--- config.mk ---
export PLATFORM = sky130hd
export DESIGN_NAME = cfg_cycle_xlate
export DESIGN_NICKNAME = d
export VERILOG_FILES = /design/src/rtl/cfg_xlate_pkg.sv /design/src/rtl/cfg_bus_regs.sv /design/src/rtl/cfg_route_dec.sv /design/src/rtl/cfg_addr_fmt.sv /design/src/rtl/cfg_cycle_xlate.sv
export SDC_FILE = /design/constraint.sdc
export NUM_CORES = 1
export LEC_CHECK = 0
export BUFFER_PORTS_ARGS = -buffer_cell sky130_fd_sc_hd__buf_4
export CAP_MARGIN = 20
export CORE_ASPECT_RATIO = 0.5
export CORE_MARGIN = 1
export CORE_UTILIZATION = 46
export DETAILED_ROUTE_END_ITERATION = 6
export PLACE_DENSITY_LB_ADDON = 0.15
export SETUP_SLACK_MARGIN = 0.5
export SYNTH_ARGS = -nofsm -noshare
export SYNTH_HDL_FRONTEND = slang
export SYNTH_SLANG_ARGS = --single-unit
--- constraint.sdc ---
create_clock -name clk -period 1.82 [get_ports clk]
set_input_delay 0.091 -clock clk [delete_from_list [all_inputs] [get_ports clk]]
set_output_delay 0.091 -clock clk [all_outputs]
set_load 0.03 [all_outputs]
--- src/rtl/cfg_xlate_pkg.sv ---
// Package: shared cycle-kind encoding for the configuration translator.
// Assumes the downstream side decodes the two-bit code as listed here.
package cfg_xlate_pkg;
    typedef enum logic [1:0] {
        CYC_NONE = 2'b00,
        CYC_T0   = 2'b01,
        CYC_T1   = 2'b10
    } cyc_kind_e;
endpackage

--- src/rtl/cfg_bus_regs.sv ---
// Module: holds the secondary and subordinate bus numbers.
// Assumes a single write port; sel 0 targets secondary, sel 1 subordinate.
module cfg_bus_regs #(
    parameter int BUS_W = 8
) (
    input  logic             clk,
    input  logic             rst_n,
    input  logic             wr_en,
    input  logic             wr_sel,
    input  logic [BUS_W-1:0] wr_data,
    output logic [BUS_W-1:0] sec_bus,
    output logic [BUS_W-1:0] sub_bus
);
    // Load the selected bus-number register; both clear on reset.
    always_ff @(posedge clk) begin
        if (!rst_n) begin
            sec_bus <= '0;
            sub_bus <= '0;
        end else if (wr_en) begin
            if (wr_sel) sub_bus <= wr_data;
            else        sec_bus <= wr_data;
        end
    end

    AST_REGS_RESET: assert property (@(posedge clk)
        $past(!rst_n) |-> (sec_bus == '0 && sub_bus == '0));
    AST_SEC_WRITE: assert property (@(posedge clk) disable iff (!rst_n)
        (wr_en && !wr_sel) |=> (sec_bus == $past(wr_data)));
    AST_SUB_WRITE: assert property (@(posedge clk) disable iff (!rst_n)
        (wr_en && wr_sel) |=> (sub_bus == $past(wr_data)));
endmodule

--- src/rtl/cfg_route_dec.sv ---
// Module: classifies a request by its bus number against the bridge range.
// Assumes that Type 0 takes priority when the bus equals secondary.
module cfg_route_dec
    import cfg_xlate_pkg::*;
#(
    parameter int BUS_W = 8
) (
    input  logic [BUS_W-1:0] bus,
    input  logic [BUS_W-1:0] sec_bus,
    input  logic [BUS_W-1:0] sub_bus,
    output cyc_kind_e        kind
);
    logic hit_local;
    logic hit_below;

    // Compare the bus number with the secondary and subordinate limits.
    always_comb begin
        hit_local = (bus == sec_bus);
        hit_below = (bus != '0) && (bus > sec_bus) && (bus <= sub_bus);
    end

    // Pick the cycle kind with Type 0 first.
    always_comb begin
        if (hit_local)      kind = CYC_T0;
        else if (hit_below) kind = CYC_T1;
        else                kind = CYC_NONE;
    end
endmodule

--- src/rtl/cfg_addr_fmt.sv ---
// Module: builds the downstream address for a given cycle kind.
// Assumes field positions are packed upward from a two-bit type field.
module cfg_addr_fmt
    import cfg_xlate_pkg::*;
#(
    parameter int BUS_W  = 8,
    parameter int DEV_W  = 5,
    parameter int FUNC_W = 3,
    parameter int REG_W  = 6,
    parameter int ADDR_W = 32
) (
    input  cyc_kind_e         kind,
    input  logic [BUS_W-1:0]  bus,
    input  logic [DEV_W-1:0]  dev,
    input  logic [FUNC_W-1:0] func,
    input  logic [REG_W-1:0]  regn,
    output logic [ADDR_W-1:0] addr
);
    localparam int REG_LSB  = 2;
    localparam int FUNC_LSB = REG_LSB + REG_W;
    localparam int DEV_LSB  = FUNC_LSB + FUNC_W;
    localparam int BUS_LSB  = DEV_LSB + DEV_W;
    localparam int SEL_N    = ADDR_W - BUS_LSB;

    logic [SEL_N-1:0] idsel;

    // One select line per device number that fits in the upper field.
    for (genvar g = 0; g < SEL_N; g++) begin : g_sel
        assign idsel[g] = (dev == DEV_W'(g));
    end

    // Place fields according to the selected kind.
    always_comb begin
        addr = '0;
        case (kind)
            CYC_T0: begin
                addr[BUS_LSB +: SEL_N]   = idsel;
                addr[FUNC_LSB +: FUNC_W] = func;
                addr[REG_LSB +: REG_W]   = regn;
                addr[1:0]                = 2'b00;
            end
            CYC_T1: begin
                addr[BUS_LSB +: BUS_W]   = bus;
                addr[DEV_LSB +: DEV_W]   = dev;
                addr[FUNC_LSB +: FUNC_W] = func;
                addr[REG_LSB +: REG_W]   = regn;
                addr[1:0]                = 2'b01;
            end
            default: addr = '0;
        endcase
    end
endmodule

--- src/rtl/cfg_cycle_xlate.sv ---
// Module: top of the configuration translator. Takes one request at a time,
// registers the translated address and kind, and holds them until taken.
// Assumes the host keeps a request stable while req_valid is high.
module cfg_cycle_xlate
    import cfg_xlate_pkg::*;
#(
    parameter int BUS_W  = 8,
    parameter int DEV_W  = 5,
    parameter int FUNC_W = 3,
    parameter int REG_W  = 6,
    parameter int ADDR_W = 32
) (
    input  logic              clk,
    input  logic              rst_n,
    input  logic              bus_wr_en,
    input  logic              bus_wr_sel,
    input  logic [BUS_W-1:0]  bus_wr_data,
    input  logic              req_valid,
    output logic              req_ready,
    input  logic [BUS_W-1:0]  req_bus,
    input  logic [DEV_W-1:0]  req_dev,
    input  logic [FUNC_W-1:0] req_func,
    input  logic [REG_W-1:0]  req_reg,
    input  logic              req_write,
    output logic              dn_valid,
    input  logic              dn_ready,
    output logic [ADDR_W-1:0] dn_addr,
    output logic [1:0]        dn_kind,
    output logic              dn_write
);
    localparam int SEL_LSB = 2 + REG_W + FUNC_W + DEV_W;

    logic [BUS_W-1:0]  sec_bus;
    logic [BUS_W-1:0]  sub_bus;
    cyc_kind_e         kind_d;
    logic [ADDR_W-1:0] addr_d;
    cyc_kind_e         kind_q;
    logic              take;

    cfg_bus_regs #(.BUS_W(BUS_W)) u_regs (
        .clk(clk), .rst_n(rst_n), .wr_en(bus_wr_en), .wr_sel(bus_wr_sel),
        .wr_data(bus_wr_data), .sec_bus(sec_bus), .sub_bus(sub_bus)
    );

    cfg_route_dec #(.BUS_W(BUS_W)) u_route (
        .bus(req_bus), .sec_bus(sec_bus), .sub_bus(sub_bus), .kind(kind_d)
    );

    cfg_addr_fmt #(
        .BUS_W(BUS_W), .DEV_W(DEV_W), .FUNC_W(FUNC_W),
        .REG_W(REG_W), .ADDR_W(ADDR_W)
    ) u_fmt (
        .kind(kind_d), .bus(req_bus), .dev(req_dev), .func(req_func),
        .regn(req_reg), .addr(addr_d)
    );

    // Accept only when no result is waiting.
    always_comb begin
        req_ready = !dn_valid;
        take      = req_valid && req_ready;
    end

    // Output register: load on accept, clear valid when downstream takes it.
    always_ff @(posedge clk) begin
        if (!rst_n) begin
            dn_valid <= 1'b0;
            dn_addr  <= '0;
            kind_q   <= CYC_NONE;
            dn_write <= 1'b0;
        end else if (take) begin
            dn_valid <= 1'b1;
            dn_addr  <= addr_d;
            kind_q   <= kind_d;
            dn_write <= req_write;
        end else if (dn_ready) begin
            dn_valid <= 1'b0;
        end
    end

    assign dn_kind = kind_q;

    AST_RESET_IDLE: assert property (@(posedge clk)
        $past(!rst_n) |-> !dn_valid);
    AST_VALID_AFTER_TAKE: assert property (@(posedge clk) disable iff (!rst_n)
        (req_valid && req_ready) |=> dn_valid);
    AST_HOLD_UNTIL_READY: assert property (@(posedge clk) disable iff (!rst_n)
        (dn_valid && !dn_ready) |=> (dn_valid && $stable(dn_addr) && $stable(dn_kind) && $stable(dn_write)));
    AST_BUSY_BLOCKS: assert property (@(posedge clk) disable iff (!rst_n)
        dn_valid |-> !req_ready);
    AST_T0_ONEHOT: assert property (@(posedge clk) disable iff (!rst_n)
        (dn_valid && dn_kind == 2'b01) |-> $onehot0(dn_addr[ADDR_W-1:SEL_LSB]));
    AST_T0_LOWBITS: assert property (@(posedge clk) disable iff (!rst_n)
        (dn_valid && dn_kind == 2'b01) |-> (dn_addr[1:0] == 2'b00));
    AST_T1_LOWBITS: assert property (@(posedge clk) disable iff (!rst_n)
        (dn_valid && dn_kind == 2'b10) |-> (dn_addr[1:0] == 2'b01));
    AST_NONE_ZERO: assert property (@(posedge clk) disable iff (!rst_n)
        (dn_valid && dn_kind == 2'b00) |-> (dn_addr == '0));
    AST_KIND_LEGAL: assert property (@(posedge clk) disable iff (!rst_n)
        dn_valid |-> (dn_kind != 2'b11));
endmodule

## Word-level counts from Yosys, hierarchy flattened

Cells that the tools add are included.

| operators by class | value |
|---|---|
| $lt $le $gt $ge | 2 |
| equality and inequality tests | 18 |
| muxes and demuxes | 8 |
| bitwise operators | 1 |
| reduce and logical (&&, ||, !) cells | 9 |

Operator list:

| cell | number |
|---|---|
| $eq A5 B4 Y1 const B | 8 |
| $pmux W11 S2 | 1 |
| $eq A5 B3 Y1 const B | 4 |
| $pmux W8 S2 | 1 |
| $eq A5 B2 Y1 const B | 2 |
| $eq A8 B8 Y1 | 1 |
| $gt A8 B8 Y1 | 1 |
| $le A8 B8 Y1 | 1 |
| $mux W8 | 1 |
| $reduce_bool A8 Y1 | 1 |
| $eq A5 B1 Y1 const B | 1 |
| $logic_not A5 Y1 | 1 |
| $mux W5 | 1 |
| $mux W2 | 2 |
| $reduce_and A2 Y1 | 2 |
| $logic_and A1 B1 Y1 | 3 |
| $eq A2 B1 Y1 const B | 1 |
| $eq A2 B2 Y1 const B | 1 |
| $mux W1 | 2 |
| $reduce_bool A2 Y1 | 1 |
| $logic_not A1 Y1 | 1 |
| $not A1 Y1 | 1 |

| word-level totals | value |
|---|---|
| bits in registers | 52 |
| input port bits | 37 |
| output and inout port bits | 37 |

## Logic depth before layout (Yosys ltp)

| logic depth | value |
|---|---|
| depth after elaboration | 7 |
| mapped depth | 8 |

## By module

Synthesis repeated with hierarchy kept, for this count alone.

| unflattened totals | value |
|---|---|
| cells, all modules | 335 |
| area, all modules | 2936.6 um^2 |

Modules (own cells, without submodules):

| module | instances | cells each | area an instance (um^2) | sequential area each (um^2) |
|---|---|---|---|---|
| cfg_cycle_xlate | 1 | 157 | 1471.4 | 720.7 |
| cfg_bus_regs | 1 | 62 | 620.6 | 320.3 |
| cfg_route_dec | 1 | 60 | 451.7 | 0.0 |
| cfg_addr_fmt | 1 | 56 | 392.9 | 0.0 |

## Worst setup path after synthesis

Ideal clock, no wire load.

| path | value |
|---|---|
| path type | reg-to-reg |
| start | register u_regs.sub_bus[5] |
| end | register dn_addr[15] |
| data arrival time | 1.679 ns |
| path slack | 0.024 ns |
| stages on the path, launching flop included | 9 |
| buffers on the path | 1 |
| clock period less this slack | 1.796 ns |
| path through | dfxtp_1 -> inv_1 -> ha_1 -> a211oi_2 -> nor2_2 -> and4bb_4 -> o211a_4 -> buf_6 -> a32o_2 |

| on the way | value |
|---|---|
| longest elaborated chain between the ends | 6 |

Ends and longest elaborated chain:

| what | RTL line | text |
|---|---|---|
| start, declared | cfg_bus_regs.sv:12 | `output logic [BUS_W-1:0] sub_bus` |
| start signal, assigned | cfg_bus_regs.sv:20 | `if (wr_sel) sub_bus <= wr_data;` |
| $le A8 B8 Y1 | cfg_route_dec.sv:19 | `hit_below = (bus != '0) && (bus > sec_bus) && (bus <= sub_bus);` |
| $logic_and A1 B1 Y1 | cfg_route_dec.sv:19 |  |
| $mux W2 | cfg_route_dec.sv:25 | `else if (hit_below) kind = CYC_T1;` |
| $mux W2 | cfg_route_dec.sv:24 | `if (hit_local) kind = CYC_T0;` |
| $eq A2 B2 Y1 | cfg_addr_fmt.sv:35 | `case (kind)` |
| $mux W5 | cfg_addr_fmt.sv:35 |  |
| end signal, assigned | cfg_cycle_xlate.sv:72 | `dn_addr <= addr_d;` |
| end, declared | cfg_cycle_xlate.sv:27 | `output logic [ADDR_W-1:0] dn_addr,` |

Every way passes these cells.
A chain may end at the register's enable or synchronous reset.

## Worst setup path in the final report

| path | value |
|---|---|
| start | register u_regs.sub_bus[1] |
| end | register dn_addr[16] |

| on the way | value |
|---|---|
| longest elaborated chain between the ends | 6 |
| elaborated cells on any way between the ends | 7 |

Ends and longest elaborated chain:

| what | RTL line |
|---|---|
| $le A8 B8 Y1 * | cfg_route_dec.sv:19 |
| $logic_and A1 B1 Y1 * | cfg_route_dec.sv:19 |
| $mux W2 * | cfg_route_dec.sv:25 |
| $mux W2 * | cfg_route_dec.sv:24 |
| $eq A2 B2 Y1 / $eq A2 B1 Y1 (equally long branches) | cfg_addr_fmt.sv:35 |
| $pmux W8 S2 * | cfg_addr_fmt.sv:35 |

Every way passes the cells marked *; elsewhere a longest branch is shown, timed or not.

==> flow_metrics.py <==
metrics = {
    "outcome": {
        "status": "finished with violations",
        "failed_checks": "negative setup slack",
    },
    "global_routing": {
        "grt_usage": 0.230,
        "overflow": 0,
        "met2_usage": 0.383,
        "grt_pass1_wl_um": 10000,
        "grt_pass1_vias": 2072,
        "use_met3": 0.0508,
        "grtUsageMet1": 0.305,
        "globalRoute.busiestLayer": "met2",
        "antenna_found_initial": 0,
        "grt_max_degree": 34,
    },
    "finish": {
        "diodes": 0,
        "multiInputGateArea_mm2": 0.00158,
        "syn_to_final_growth_pct": 44.1,
        "fill_cells": 396,
        "regArea_mm2": 0.00102,
        "layout.cells.non_filler": 427,
        "finish.utilization": 0.706,
        "fin_area_mm2": 0.00358,
        "layout_commonest_cell": "buf_4",
        "layout_common_cells": "82 x buf_4, 37 x nand2_1, 36 x dfxtp_1, 17 x inv_1, 17 x a21boi_0",
        "fin_nets": 409,
        "drive_gt1_frac": 0.468,
    },
    "worst_setup_path": {
        "required_ns": 2.05,
        "worstSetupPathType": "reg2reg",
        "r2r-end": "dn_addr[16]$_SDFFE_PN0P_",
        "worstSetupEndpointType": "flip-flop",
        "worstSetupStartpointType": "flip-flop",
        "r2r_cells": 7,
        "r2r_slack_ns": -0.05,
        "worstReg2RegStart": "u_regs.sub_bus[1]$_SDFFE_PN0P_",
        "crit_fanout": 5,
        "arrival_ns": 2.11,
    },
    "synth": {
        "synthAdderAreaFrac": 0.0806,
        "ys_warn_count": 0,
        "yosys.area.top_type_share": 0.403,
        "synth_cell_types": 44,
        "synth_top_family_by_area": "compound AO/OA/AOI/OAI gates",
        "synth_area_leaders": "dfxtp_1 40%, ha_1 8.1%, nand2_1 5.9%, a21boi_0 5.4%, inv_1 4.1%",
        "synthSimpleGateAreaFrac": 0.192,
        "netlist_area_mm2": 0.00248,
        "syn_area_per_cell_um2": 9.03,
        "ys_seq_area_frac": 0.403,
        "synth_compound_area_frac": 0.249,
        "ys_ff_latch": 50,
        "yosys.area_share.xor_xnor": 0,
        "synthMuxAreaShare": 0,
        "synth_cells": 275,
        "synth_area_leader_cell": "dfxtp_1",
        "synthesis.nets": 328,
    },
    "sta": {
        "tns_ns": -0.426,
        "rsz0062_at_grt": "yes",
        "fin_ws_ns": -0.0516,
        "worst_pin_slew_ns": 0.738,
        "clock_skew_ns": 0.00372,
        "relSlewSlack": 0.507,
        "hold_violations": 0,
        "finalMaxSlewViolations": 0,
        "fmax_mhz": 534,
        "min_period_ns": 1.87,
        "post-route-period-util": 1.03,
        "finalSetupViolCount": 18,
    },
    "cts": {
        "cts_hold_buffers": 0,
        "clock_path_buffers": 2,
        "cts_tree": "done",
        "cts.sinks": 50,
        "cts_made_buffers": 5,
        "htreeDepth": 2,
        "clkTransAtPathRegs_ns": 0.09,
        "clock_latency_ns": 0.31,
        "cts_root_buffer": "clkbuf_8",
    },
    "routing": {
        "drt_iter0_drc": 117,
        "num_vias": 2400,
        "routedWlPerCell_um": 16.7,
        "viasPerCell": 5.62,
        "firstDrtPassIters": 4,
        "drc_errors": 0,
        "final_antenna_net_count": 0,
        "finalWirelength_um": 7140,
    },
    "place": {
        "gp_congestion": 0.793,
        "portBuffers": 72,
        "dp_hpwl_um": 4480,
        "place_area_mm2": 0.00308,
        "numPlacedInstances": 405,
    },
    "pwr": {
        "ir_drop_mv": 0.373,
        "power_w": 0.00241,
        "p_per_area_mw_per_mm2": 672,
        "leakage_nw": 1.55,
    },
    "die": {
        "die_w_um": 106,
        "rows": 18,
        "die_area_mm2": 0.00572,
        "core_area_mm2": 0.00507,
        "start_util": 0.490,
        "die_h_um": 54.0,
        "num_io_pins": 74,
    },
    "min_path": {
        "hp-class": "in2reg",
        "worstHoldPathCells": 2,
        "min_to": "dn_valid$_SDFFE_PN0P_",
        "hold_start": "req_valid",
    },
    "run": {
        "max_cap_violations": 0,
    },
}
==> sequential cells by signal (all words and copies together) (netlist names) <==
| name | count |
|---|---|
| dn_addr | 31 |
| dn_kind | 1 |
| dn_valid | 1 |
| dn_write | 1 |
| u_regs.sec_bus | 8 |
| u_regs.sub_bus | 8 |
==> layer usage <==
| metal | share of wire | routed length [um] |
|---|---|---|
| met1 | 0.46 | 3280 |
| met3 | 0.052 | 368 |
| met4 | 0.018 | 131 |
| met2 | 0.47 | 3360 |
| met5 | 0 | 0 |
==> through the flow <==
| stage | setup WS (ns) | hold WS, ns |
|---|---|---|
| after floorplan | 0.0830 | 0.228 |
| after global placement | 0.0178 | 0.331 |
| after detailed placement | -0.0917 | 0.337 |
| after CTS | -0.0166 | 0.00868 |
| after global routing | -0.138 | 0.0104 |
| final | -0.0516 | 0.0108 |
==> logic make-up (layout without fill, tap and decap cells) <==
| group | Yosys count | in the layout |
|---|---|---|
| and+or+nand+nor | 90 | 90 |
| AOI/OAI and AO/OA | 75 | 77 |
| DFF | 50 | 50 |
| buffers and inverters | 43 | 123 |
| adders and majority gates | 16 | 16 |
| other | 1 | 1 |
==> critical path, cell delays in order (launching register included) <==
cell,delay [ns]
dfxtp_1,0.34
inv_1,0.07
ha_1,0.30
nor2b_1,0.14
o21ai_0,0.17
and4bb_4,0.34
o2111ai_4,0.20
o221ai_1,0.23
==> power by group <==
group          leakage, nW  switching [W]  internal (W)  total (W)
sequential           0.412      0.0000255       0.00114    0.00116
clock               0.0441       0.000393      0.000271   0.000664
combinational         1.09       0.000320      0.000258   0.000578
total                 1.55       0.000739       0.00167    0.00241
==> synthesized netlist by cell type, drive strengths merged <==
| master | instances |
|---|---|
| a22o | 9 |
| and2 | 2 |
| o211ai | 1 |
| clkbuf | 10 |
| and4b | 2 |
| a221oi | 1 |
| o2111ai | 1 |
| nand4bb | 1 |
| nor3 | 2 |
| and4bb | 1 |
| o31ai | 1 |
| dfxtp | 50 |
| nand4 | 3 |
| a21oi | 3 |
| inv | 27 |
| a22oi | 9 |
| a21o | 9 |
| o21ai | 7 |
| buf | 6 |
| nand3 | 8 |
| a32o | 5 |
| and3 | 9 |
| nor4 | 2 |
| nor2b | 15 |
| a211oi | 1 |
| conb | 1 |
| o221ai | 4 |
| a32oi | 3 |
| and4 | 2 |
| a21boi | 18 |
| o21a | 1 |
| o211a | 2 |
| nand2b | 1 |
| nor2 | 3 |
| nand2 | 39 |
| ha | 16 |
==> final cells by class <==
cell class	instances	area share
clock buffer	5	0.0192
clock inverter	3	0.00594
inverter	27	0.0283
multi-input combinational	184	0.442
sequential	50	0.285
tap	70	0.0245
timing repair buffer	88	0.196
==> worst max-delay path by stage <==
| stage | startpoint | to | depth (start not counted) |
|---|---|---|---|
| 6_report | u_regs.sub_bus[1]$_SDFFE_PN0P_ | dn_addr[16]$_SDFFE_PN0P_ | 7 |
| 5_1_grt | u_regs.sec_bus[7]$_SDFFE_PN0P_ | dn_addr[18]$_SDFFE_PN0P_ | 8 |
| 4_1_cts | u_regs.sec_bus[7]$_SDFFE_PN0P_ | dn_addr[15]$_SDFFE_PN0P_ | 8 |
| 3_5_place_dp | u_regs.sec_bus[6]$_SDFFE_PN0P_ | dn_addr[17]$_SDFFE_PN0P_ | 7 |
| 3_3_place_gp | u_regs.sec_bus[6]$_SDFFE_PN0P_ | dn_addr[17]$_SDFFE_PN0P_ | 7 |
| 2_1_floorplan | u_regs.sub_bus[6]$_SDFFE_PN0P_ | dn_addr[15]$_SDFFE_PN0P_ | 8 |
==> repair_timing <==
item	4_1_cts	5_1_grt
pin swaps	23	20
setup buffers	6	5
gates resized for setup	29	31
setup endpoints to repair	32	32
cloned	2	1
Note: power is estimated with default switching activity, not from simulation.
